$ cat config.mk
export PLATFORM = sky130hd
export DESIGN_NAME = eprom_pulse_prog
export DESIGN_NICKNAME = d
export VERILOG_FILES = /design/src/rtl/eprom_pp_pkg.sv /design/src/rtl/eprom_pp_timer.sv /design/src/rtl/eprom_pp_judge.sv /design/src/rtl/eprom_pulse_prog.sv
export SDC_FILE = /design/constraint.sdc
export NUM_CORES = 1
export LEC_CHECK = 0
export BUFFER_PORTS_ARGS = -buffer_cell sky130_fd_sc_hd__clkbuf_2
export CORE_ASPECT_RATIO = 1.5
export CORE_UTILIZATION = 45
export CTS_CLUSTER_DIAMETER = 50
export DETAILED_ROUTE_END_ITERATION = 6
export GPL_TIMING_DRIVEN = 0
export PLACE_DENSITY = 0.78
export SLEW_MARGIN = 30
export SYNTH_ARGS = -nofsm -noshare
export SYNTH_HDL_FRONTEND = slang
export SYNTH_SLANG_ARGS = --single-unit
$ cat constraint.sdc
create_clock -name clk -period 2.45 [get_ports clk]
set_input_delay 0.1225 -clock clk [delete_from_list [all_inputs] [get_ports clk]]
set_output_delay 0.1225 -clock clk [all_outputs]
set_load 0.1 [all_outputs]
$ cat src/rtl/eprom_pp_pkg.sv
package eprom_pp_pkg;

    typedef enum logic [2:0] {
        ST_IDLE    = 3'd0,
        ST_PREREAD = 3'd1,
        ST_GAP_W   = 3'd2,
        ST_SETUP   = 3'd3,
        ST_PULSE   = 3'd4,
        ST_GAP_R   = 3'd5,
        ST_VERIFY  = 3'd6
    } pp_state_e;

    function automatic int max3(input int a, input int b, input int c);
        int m;
        m = (a > b) ? a : b;
        return (m > c) ? m : c;
    endfunction

    // Pin levels as a function of the state being entered
    function automatic logic ce_active(input pp_state_e s);
        return (s == ST_PREREAD) || (s == ST_PULSE);
    endfunction

    function automatic logic oe_active(input pp_state_e s);
        return (s == ST_PREREAD) || (s == ST_VERIFY);
    endfunction

    function automatic logic supply_on(input pp_state_e s);
        return (s == ST_GAP_W) || (s == ST_SETUP) || (s == ST_PULSE) ||
               (s == ST_GAP_R) || (s == ST_VERIFY);
    endfunction

    function automatic logic bus_driven(input pp_state_e s);
        return (s == ST_SETUP) || (s == ST_PULSE);
    endfunction

endpackage

$ cat src/rtl/eprom_pp_timer.sv
module eprom_pp_timer #(
    parameter int W = 8
) (
    input  logic         clk,
    input  logic         rst_n,
    input  logic         load_i,
    input  logic [W-1:0] load_val_i,
    output logic         last_o
);
    logic [W-1:0] cnt_d, cnt_q;

    always_comb begin
        cnt_d = cnt_q;
        if (load_i) begin
            cnt_d = load_val_i;
        end else if (cnt_q != '0) begin
            cnt_d = cnt_q - W'(1);
        end
    end

    always_ff @(posedge clk or negedge rst_n) begin
        if (!rst_n) begin
            cnt_q <= '0;
        end else begin
            cnt_q <= cnt_d;
        end
    end

    assign last_o = (cnt_q == '0);

endmodule

$ cat src/rtl/eprom_pp_judge.sv
module eprom_pp_judge #(
    parameter int W = 8
) (
    input  logic [W-1:0] want_i,
    input  logic [W-1:0] got_i,
    output logic         conflict_o,
    output logic         match_o
);
    // A wanted 1 over a stored 0 cannot be reached by programming
    assign conflict_o = |(want_i & ~got_i);
    assign match_o    = (want_i == got_i);

endmodule

$ cat src/rtl/eprom_pulse_prog.sv
module eprom_pulse_prog
    import eprom_pp_pkg::*;
#(
    parameter int ADDR_W     = 15,
    parameter int DATA_W     = 8,
    parameter int PULSE_CYC  = 20000,
    parameter int SETTLE_CYC = 20,
    parameter int SETUP_CYC  = 2,
    parameter int MAX_PULSES = 10,
    parameter int CNT_W      = $clog2(MAX_PULSES + 1)
) (
    input  logic              clk,
    input  logic              rst_n,
    input  logic              start_i,
    input  logic [ADDR_W-1:0] addr_i,
    input  logic [DATA_W-1:0] data_i,
    output logic              busy_o,
    output logic              done_o,
    output logic              fail_o,
    output logic              reject_o,
    output logic [CNT_W-1:0]  pulses_o,
    output logic [ADDR_W-1:0] mem_addr_o,
    output logic [DATA_W-1:0] mem_dq_o,
    output logic              mem_dq_oe_o,
    output logic              mem_ce_n_o,
    output logic              mem_oe_n_o,
    output logic              mem_vpp_en_o,
    input  logic [DATA_W-1:0] mem_dq_i
);
    localparam int TMAX = max3(PULSE_CYC, SETTLE_CYC, SETUP_CYC);
    localparam int TW   = $clog2(TMAX + 1);

    typedef struct packed {
        pp_state_e         st;
        logic [ADDR_W-1:0] addr;
        logic [DATA_W-1:0] data;
        logic [CNT_W-1:0]  cnt;
        logic              done;
        logic              fail;
        logic              reject;
        logic              ce_n;
        logic              oe_n;
        logic              vpp;
        logic              dq_oe;
    } ctl_t;

    ctl_t ctl_d, ctl_q;

    logic          tmr_load;
    logic [TW-1:0] tmr_val;
    logic          tmr_last;
    logic          conflict;
    logic          match;

    eprom_pp_timer #(.W(TW)) tmr_i (
        .clk        (clk),
        .rst_n      (rst_n),
        .load_i     (tmr_load),
        .load_val_i (tmr_val),
        .last_o     (tmr_last)
    );

    eprom_pp_judge #(.W(DATA_W)) judge_i (
        .want_i     (ctl_q.data),
        .got_i      (mem_dq_i),
        .conflict_o (conflict),
        .match_o    (match)
    );

    always_comb begin
        ctl_d        = ctl_q;
        ctl_d.done   = 1'b0;
        ctl_d.fail   = 1'b0;
        ctl_d.reject = 1'b0;

        unique case (ctl_q.st)
            ST_IDLE: begin
                if (start_i) begin
                    ctl_d.addr = addr_i;
                    ctl_d.data = data_i;
                    ctl_d.cnt  = '0;
                    ctl_d.st   = ST_PREREAD;
                end
            end
            ST_PREREAD: begin
                if (tmr_last) begin
                    if (conflict) begin
                        ctl_d.reject = 1'b1;
                        ctl_d.st     = ST_IDLE;
                    end else begin
                        ctl_d.st     = ST_GAP_W;
                    end
                end
            end
            ST_GAP_W: begin
                ctl_d.st = ST_SETUP;
            end
            ST_SETUP: begin
                if (tmr_last) begin
                    ctl_d.cnt = ctl_q.cnt + CNT_W'(1);
                    ctl_d.st  = ST_PULSE;
                end
            end
            ST_PULSE: begin
                if (tmr_last) begin
                    ctl_d.st = ST_GAP_R;
                end
            end
            ST_GAP_R: begin
                ctl_d.st = ST_VERIFY;
            end
            ST_VERIFY: begin
                if (tmr_last) begin
                    if (match) begin
                        ctl_d.done = 1'b1;
                        ctl_d.st   = ST_IDLE;
                    end else if (ctl_q.cnt >= CNT_W'(MAX_PULSES)) begin
                        ctl_d.fail = 1'b1;
                        ctl_d.st   = ST_IDLE;
                    end else begin
                        ctl_d.st   = ST_GAP_W;
                    end
                end
            end
            default: begin
                ctl_d.st = ST_IDLE;
            end
        endcase

        // Pin levels are registered together with the state they belong to
        ctl_d.ce_n  = !ce_active(ctl_d.st);
        ctl_d.oe_n  = !oe_active(ctl_d.st);
        ctl_d.vpp   = supply_on(ctl_d.st);
        ctl_d.dq_oe = bus_driven(ctl_d.st);

        tmr_load = (ctl_d.st != ctl_q.st);
        unique case (ctl_d.st)
            ST_PREREAD, ST_VERIFY: tmr_val = TW'(SETTLE_CYC - 1);
            ST_SETUP:              tmr_val = TW'(SETUP_CYC - 1);
            ST_PULSE:              tmr_val = TW'(PULSE_CYC - 1);
            default:               tmr_val = '0;
        endcase
    end

    always_ff @(posedge clk or negedge rst_n) begin
        if (!rst_n) begin
            ctl_q        <= '0;
            ctl_q.st     <= ST_IDLE;
            ctl_q.ce_n   <= 1'b1;
            ctl_q.oe_n   <= 1'b1;
        end else begin
            ctl_q        <= ctl_d;
        end
    end

    assign busy_o       = (ctl_q.st != ST_IDLE);
    assign done_o       = ctl_q.done;
    assign fail_o       = ctl_q.fail;
    assign reject_o     = ctl_q.reject;
    assign pulses_o     = ctl_q.cnt;
    assign mem_addr_o   = ctl_q.addr;
    assign mem_dq_o     = ctl_q.data;
    assign mem_dq_oe_o  = ctl_q.dq_oe;
    assign mem_ce_n_o   = ctl_q.ce_n;
    assign mem_oe_n_o   = ctl_q.oe_n;
    assign mem_vpp_en_o = ctl_q.vpp;

endmodule

==> impl_metrics.ini, run 1 <==
[status]
outcome = finished with violations
violations = negative hold slack

[timing]
slew-limit-headroom_pct = 52.15
whs_ps = -2.201
hold_viol_final = 1
skew_ps = 8.258
fmax_ghz = 0.4303
post-route-min-period_ps = 2324
rsz0062_at_grt = no
setup_viol = 0
tightestPinTransition_ps = 711.1
setup_slack_ps = 125.9
finalMaxSlewViolations = 0
post-route-period-util_pct = 94.86

[worst_setup_path]
cp_slowest_cell = or4_1
critPathLaunchType = flip-flop
cp.arrival_ps = 2550
crit_type = reg2reg
reg2reg_from = tmr_i.cnt_q[10]
crit_path_end_kind = flip-flop
path_cells = or4_1 -> nor4_4 -> a211oi_2 -> or4_1 -> o211ai_1
required_ps = 2680
crit_start = tmr_i.cnt_q[10]
slowest_delay_ps = 670
cp_max_fo = 5
crit_path_frequent_cell = or4_1

[cts]
clock_path_buffers = 2
numCtsBuffers = 5
htree_num_levels = 2
clk_pin_slew_ps = 100
tritoncts = done
clkLatencyLatePin_ps = 310
root_buffer = clkbuf_8
cts_sinks = 52

[cells_and_area]
n_fill_cell = 545
fin_util_pct = 57.98
finalNonFillerCells = 490
drive_gt1_share_pct = 28.37
fin_nets = 460
area_delta_synth_final_pct = 24.01
diodes = 0

[die]
rows = 35
dieArea_mm2 = 0.006700
ios = 69
die_w_um = 67.17
core_area_mm2 = 0.006131
dieHeight_um = 99.75
start_util_pct = 46.76

[grt]
antenna_found_initial = 0
grt_usage_pct = 21.09
grt_start_max_net_pins = 53
grt_pass1_wl_um = 10820
grt_overflow = 0
grt_pass1_vias = 2483

[synthesis]
avgSynthCellArea_um2 = 8.713
yosysWarnings = 0
synth_nets = 374
ys_seq_elements = 52
seq_area_frac_synth_pct = 45.48
synthDistinctLibCells = 45
postSynthCellCount = 329
syn_area_mm2 = 0.002866

[detailed_routing]
vias = 2546
drtAntennaViolNets = 0
vias_per_cell = 5.196
wire_per_inst_um = 13.18
first_pass_iters = 4
drcViolationCount = 0
routed_wl_um = 6459
dr.first_iter.drc_count = 90

[power_and_ir_drop]
ir_drop_v = 0.0003689
p_per_area_mw_per_mm2 = 429.3
p_leak_nw = 1.888

[hold_path]
worstHoldStart = addr_i[1]
hold_path_class = in2reg

[placed_design]
gp_congestion = 0.9305
pre_cts_ws_ps = -458.7
dp_cells = 470
io_buffers = 67
place_hpwl_um = 4659

[run]
max_cap_viol_count = 0
[per-layer routing]
layer	part of all wire (%)	track usage, %	wire length [um]
met4	2.1	10.47	138
met1	39	25.28	2548
met2	54	36.00	3477
met3	4.6	2.752	295
met5	0	0	0
[report_power, final]
part / leakage, nW / switching [W] / internal (W)
sequential: 0.658 / 0 / 0.000858
combinational: 1.18 / 0.0000333 / 0.0000326
clock: 0.0548 / 0.000294 / 0.000308
[cells in the mapped netlist]
cell type | number | share of area, %
xor2_1 | 7 | 2.1
o21ai_0 | 10 | 1.7
dfrtp_1 | 50 | 44
a22oi_1 | 2 | 0.52
a21oi_1 | 7 | 1.2
dfstp_2 | 2 | 1.8
a211o_1 | 1 | 0.31
and3_1 | 1 | 0.22
a21o_1 | 3 | 0.79
nor4_2 | 1 | 0.44
and4b_1 | 1 | 0.35
nand4b_1 | 1 | 0.31
and2_1 | 1 | 0.22
a211oi_1 | 1 | 0.26
o31ai_1 | 3 | 0.79
o31a_1 | 1 | 0.31
a31oi_1 | 2 | 0.44
a211oi_2 | 1 | 0.44
or4_1 | 7 | 1.8
or4_4 | 1 | 0.39
and4_1 | 1 | 0.31
nor4_4 | 1 | 0.74
inv_1 | 15 | 2.0
o211ai_1 | 1 | 0.26
o21a_1 | 1 | 0.26
o221ai_1 | 1 | 0.31
nand2_1 | 87 | 11
xnor2_1 | 6 | 1.8
nand4_1 | 3 | 0.65
buf_4 | 27 | 7.1
nor2b_1 | 4 | 0.87
o21bai_1 | 1 | 0.26
o22a_1 | 2 | 0.61
or4b_1 | 1 | 0.35
or2_2 | 1 | 0.22
nor4_1 | 4 | 0.87
nor3b_1 | 1 | 0.26
or3b_2 | 1 | 0.31
ha_1 | 11 | 4.8
clkbuf_1 | 11 | 1.4
buf_1 | 1 | 0.13
nor3_1 | 12 | 2.1
or3_1 | 1 | 0.22
nand3_1 | 9 | 1.6
nor2_1 | 23 | 3.0
[critical path: cells and delay by family (launching register included)]
family | cells | cell delay (ps)
AO/OA/AOI/OAI | 2 | 220
flip-flops | 1 | 440
AND/OR/NAND/NOR | 3 | 1580
[what timing repair did]
item / 4_1_cts / 5_1_grt
endpoints found under the setup margin: 19 / 17
buffers inserted: 4 / 0
hold endpoints to repair: 58 / 0
resized for setup: 3 / 3
hold buffers: 9 / 0
pin swaps: 2 / 2
[sequential cells by signal, summed over array words and instances, names as in the netlist]
name,cells
done_o,1
mem_dq_oe_o,1
tmr_i.cnt_q,15
reject_o,1
fail_o,1
mem_addr_o,15
mem_vpp_en_o,1
mem_oe_n_o,1
mem_dq_o,8
mem_ce_n_o,1
ctl_q,3
pulses_o,4
[kinds of logic after synthesis]
kind of cell	after synthesis	synth area share, %
buffers and inverters	54	10.61
AND/OR/NAND/NOR	162	26.63
XOR/XNOR	13	3.972
flip-flops	52	45.48
AO/OA/AOI/OAI	37	8.512
adder cells (fa/ha/maj)	11	4.801
[cell usage in the layout, fill, tap and decap left out, types with 2 or more instances in the layout]
| master | Yosys | layout |
|---|---|---|
| clkbuf_1 | 11 | 10 |
| o21ai_0 | 10 | 10 |
| dfstp_2 | 2 | 2 |
| nor4_4 | 1 | 2 |
| clkbuf_2 | 0 | 66 |
| xnor2_1 | 6 | 6 |
| ha_1 | 11 | 11 |
| a21oi_1 | 7 | 6 |
| nor3_1 | 12 | 11 |
| o22a_1 | 2 | 2 |
| nand4_1 | 3 | 3 |
| xor2_1 | 7 | 7 |
| a22oi_1 | 2 | 2 |
| nand2_1 | 87 | 87 |
| inv_1 | 15 | 15 |
| o31ai_1 | 3 | 3 |
| dlygate4sd3_1 | 0 | 9 |
| or4_1 | 7 | 7 |
| a31oi_1 | 2 | 2 |
| nor4_1 | 4 | 4 |
| nor2b_1 | 4 | 4 |
| clkbuf_8 | 0 | 5 |
| nor2_1 | 23 | 23 |
| dfrtp_1 | 50 | 50 |
| nand3_1 | 9 | 9 |
| a21o_1 | 3 | 3 |
| buf_4 | 27 | 31 |
[path summary, 6_finish.rpt]
path | endpoint | slack (ps) | depth (start not counted)
setup / recovery | mem_ce_n_o | 130 | 5
hold / removal | mem_addr_o[1] | -2 | 3
setup reg to reg | mem_ce_n_o | 130 | 5
hold reg to reg | mem_addr_o[3] | 480 | 2
max in group asynchronous | pulses_o[3] | 1560 | 2
min in group asynchronous | reject_o | 420 | 2
[cell type report]
type                            count  area (um^2)  share of cell area [%]
Buffer                             38        244.0                   6.864
Clock buffer                        5        68.82                   1.936
Clock inverter                      3        46.29                   1.302
Inverter                           15        56.30                   1.584
Multi-Input combinational cell    223         1285                   36.15
Sequential cell                    52         1304                   36.68
Tap cell                           74        92.59                   2.605
Timing Repair Buffer               80        457.9                   12.88
[per-stage QoR]
step | setup TNS (ps) | total power, W | cell area (um^2) | hold WS (ps)
3_5_place_dp | -3119 | 0.0009299 | 3297 | 245.8
5_1_grt | 0 | 0.001571 | 3555 | 10.46
6_report | 0 | 0.001526 | 3555 | -2.201
4_1_cts | 0 | 0.001539 | 3542 | 0.1494
3_3_place_gp | -3017 | 0.0009291 | 3294 | 313.9
2_1_floorplan | 0 | 0.0008849 | 2867 | -173.1
Power figures use the tool's default switching activity.
==> run 2: changes to the inputs <==
--- a/config.mk
+++ b/config.mk
@@ -12,6 +12,7 @@
 export DETAILED_ROUTE_END_ITERATION = 6
 export GPL_TIMING_DRIVEN = 0
 export PLACE_DENSITY = 0.78
+export REMOVE_ABC_BUFFERS = 1
 export SLEW_MARGIN = 30
 export SYNTH_ARGS = -nofsm -noshare
 export SYNTH_HDL_FRONTEND = slang
==> run 2 against run 1 <==
  * The flow now finishes without violations
  * Critical path depth stayed put
  * Die area stayed put
  * Cell count is 8.6% lower
  * Clock power is 6.0% higher
  * Sequential share of layout area is 3.0 points higher
  * Maximum frequency is 1.5% lower
  * Largest cell class unchanged
  * Highest routed layer unchanged
==> impl_metrics.ini, run 2 (same netlist as run 1, synthesis figures left out) <==
[die]
start_util_pct = 46.76
dieHeight_um = 99.75
core_area_mm2 = 0.006131
rows = 35
ios = 69
dieArea_mm2 = 0.006700
die_w_um = 67.17

[detailed_routing]
vias = 2452
vias_per_cell = 5.473
drtAntennaViolNets = 0
wire_per_inst_um = 14.24
drcViolationCount = 0
dr.first_iter.drc_count = 76
first_pass_iters = 4
routed_wl_um = 6379

[worst_setup_path]
required_ps = 2660
crit_type = reg2reg
cp_max_fo = 5
cp.arrival_ps = 2570
crit_path_end_kind = flip-flop
critPathLaunchType = flip-flop

[cells_and_area]
area_delta_synth_final_pct = 14.71
n_fill_cell = 546
final_common_cell = nand2_1
fin_util_pct = 53.63
diodes = 0
final_cell_mix = nand2_1, clkbuf_2, dfrtp_1
fin_nets = 418
stdcell_area_mm2 = 0.003288
drive_gt1_share_pct = 25.13

[cts]
cts_sinks = 52
htree_num_levels = 2
numCtsBuffers = 5
clk_pin_slew_ps = 100
clkLatencyLatePin_ps = 300
root_buffer = clkbuf_8
clock_path_buffers = 2
tritoncts = done

[placed_design]
place_area_mm2 = 0.003054
place_hpwl_um = 4531
io_buffers = 68
gp_congestion = 0.8518

[grt]
grt_usage_pct = 20.21
grt_pass1_vias = 2400
grt_start_max_net_pins = 53
grt_pass1_wl_um = 10320
grt_overflow = 0
antenna_found_initial = 0

[timing]
tightestPinTransition_ps = 887.6
post-route-period-util_pct = 96.30
slew-limit-headroom_pct = 40.83
post-route-min-period_ps = 2359
skew_ps = 12.75
hold_viol_final = 0
finalMaxSlewViolations = 0
setup_viol = 0
rsz0062_at_grt = no
fmax_ghz = 0.4238

[power_and_ir_drop]
p_per_area_mw_per_mm2 = 472.8
ir_drop_v = 0.0003616
total_power_w = 0.001555
p_leak_nw = 1.719

[hold_path]
hold_path_class = in2reg

[run]
max_cap_viol_count = 0

[status]
outcome = complete, no violations
## run 2: worst paths after layout
| path | cells past startpoint | start | slack (ps) | to |
|---|---|---|---|---|
| setup / recovery | 5 | tmr_i.cnt_q[10] | 90 | mem_ce_n_o |
| hold / removal | 3 | data_i[7] | 2 | mem_dq_o[7] |
| setup reg to reg | 5 | tmr_i.cnt_q[10] | 90 | mem_ce_n_o |
| hold reg to reg | 2 | mem_addr_o[14] | 490 | mem_addr_o[14] |
| max in group asynchronous | 2 | rst_n | 1520 | ctl_q[34] |
| min in group asynchronous | 2 | rst_n | 410 | mem_addr_o[3] |
## run 2: timing repair
item                                   in CTS  in global routing
pin swaps                                   2                  1
endpoints found under the hold margin      51                  2
setup endpoints to repair                  18                  8
gates resized for setup                     6                  2
hold buffers                                2                  2
setup buffers                               4                  0
## run 2: cell type report
cell class | count | area, um^2 | area share, %
well taps | 74 | 92.59 | 2.816
clock inverters | 1 | 30.03 | 0.9132
inverters | 15 | 56.30 | 1.712
clock buffers | 7 | 96.34 | 2.930
repair buffers | 76 | 416.7 | 12.67
flip-flops and latches | 52 | 1305 | 39.69
multi-input cells | 223 | 1291 | 39.27
## run 2: routing by layer
layer	track usage, %	vias to the layer above	wire length [um]
li1	-	1163	-
met1	21.32	1148	2358
met2	35.85	118	3323
met3	4.472	23	439
met4	10.97	0	257
met5	0	-	0
## run 2: report_power, final
part / total (W) / internal (W) / switching [W] / leakage, nW
clock: 0.000638 / 0.000361 / 0.000277 / 0.0645
combinational: 0.0000593 / 0.0000277 / 0.0000317 / 0.999
sequential: 0.000858 / 0.000858 / 0 / 0.656
## run 2: worst max-delay path: stages, from the launching register on
cell and delay [ps]:
dfrtp_1 440, or4_1 670, or4_1 570, a211oi_2 330, or4_1 170, o211ai_1 90
## run 2: per-stage QoR
step | setup TNS (ps) | setup WS (ps) | hold slack, ps | cells
finish | 0 | 90.56 | 2.413 | 448
global route | 0 | 8.803 | 10.90 | 448
CTS | 0 | 28.23 | 0.04960 | 446
detailed placement | -3298 | -426.2 | 246.0 | 432
global placement | -3347 | -416.8 | 310.2 | 432
floorplan | 0 | 19.34 | -173.1 | 290
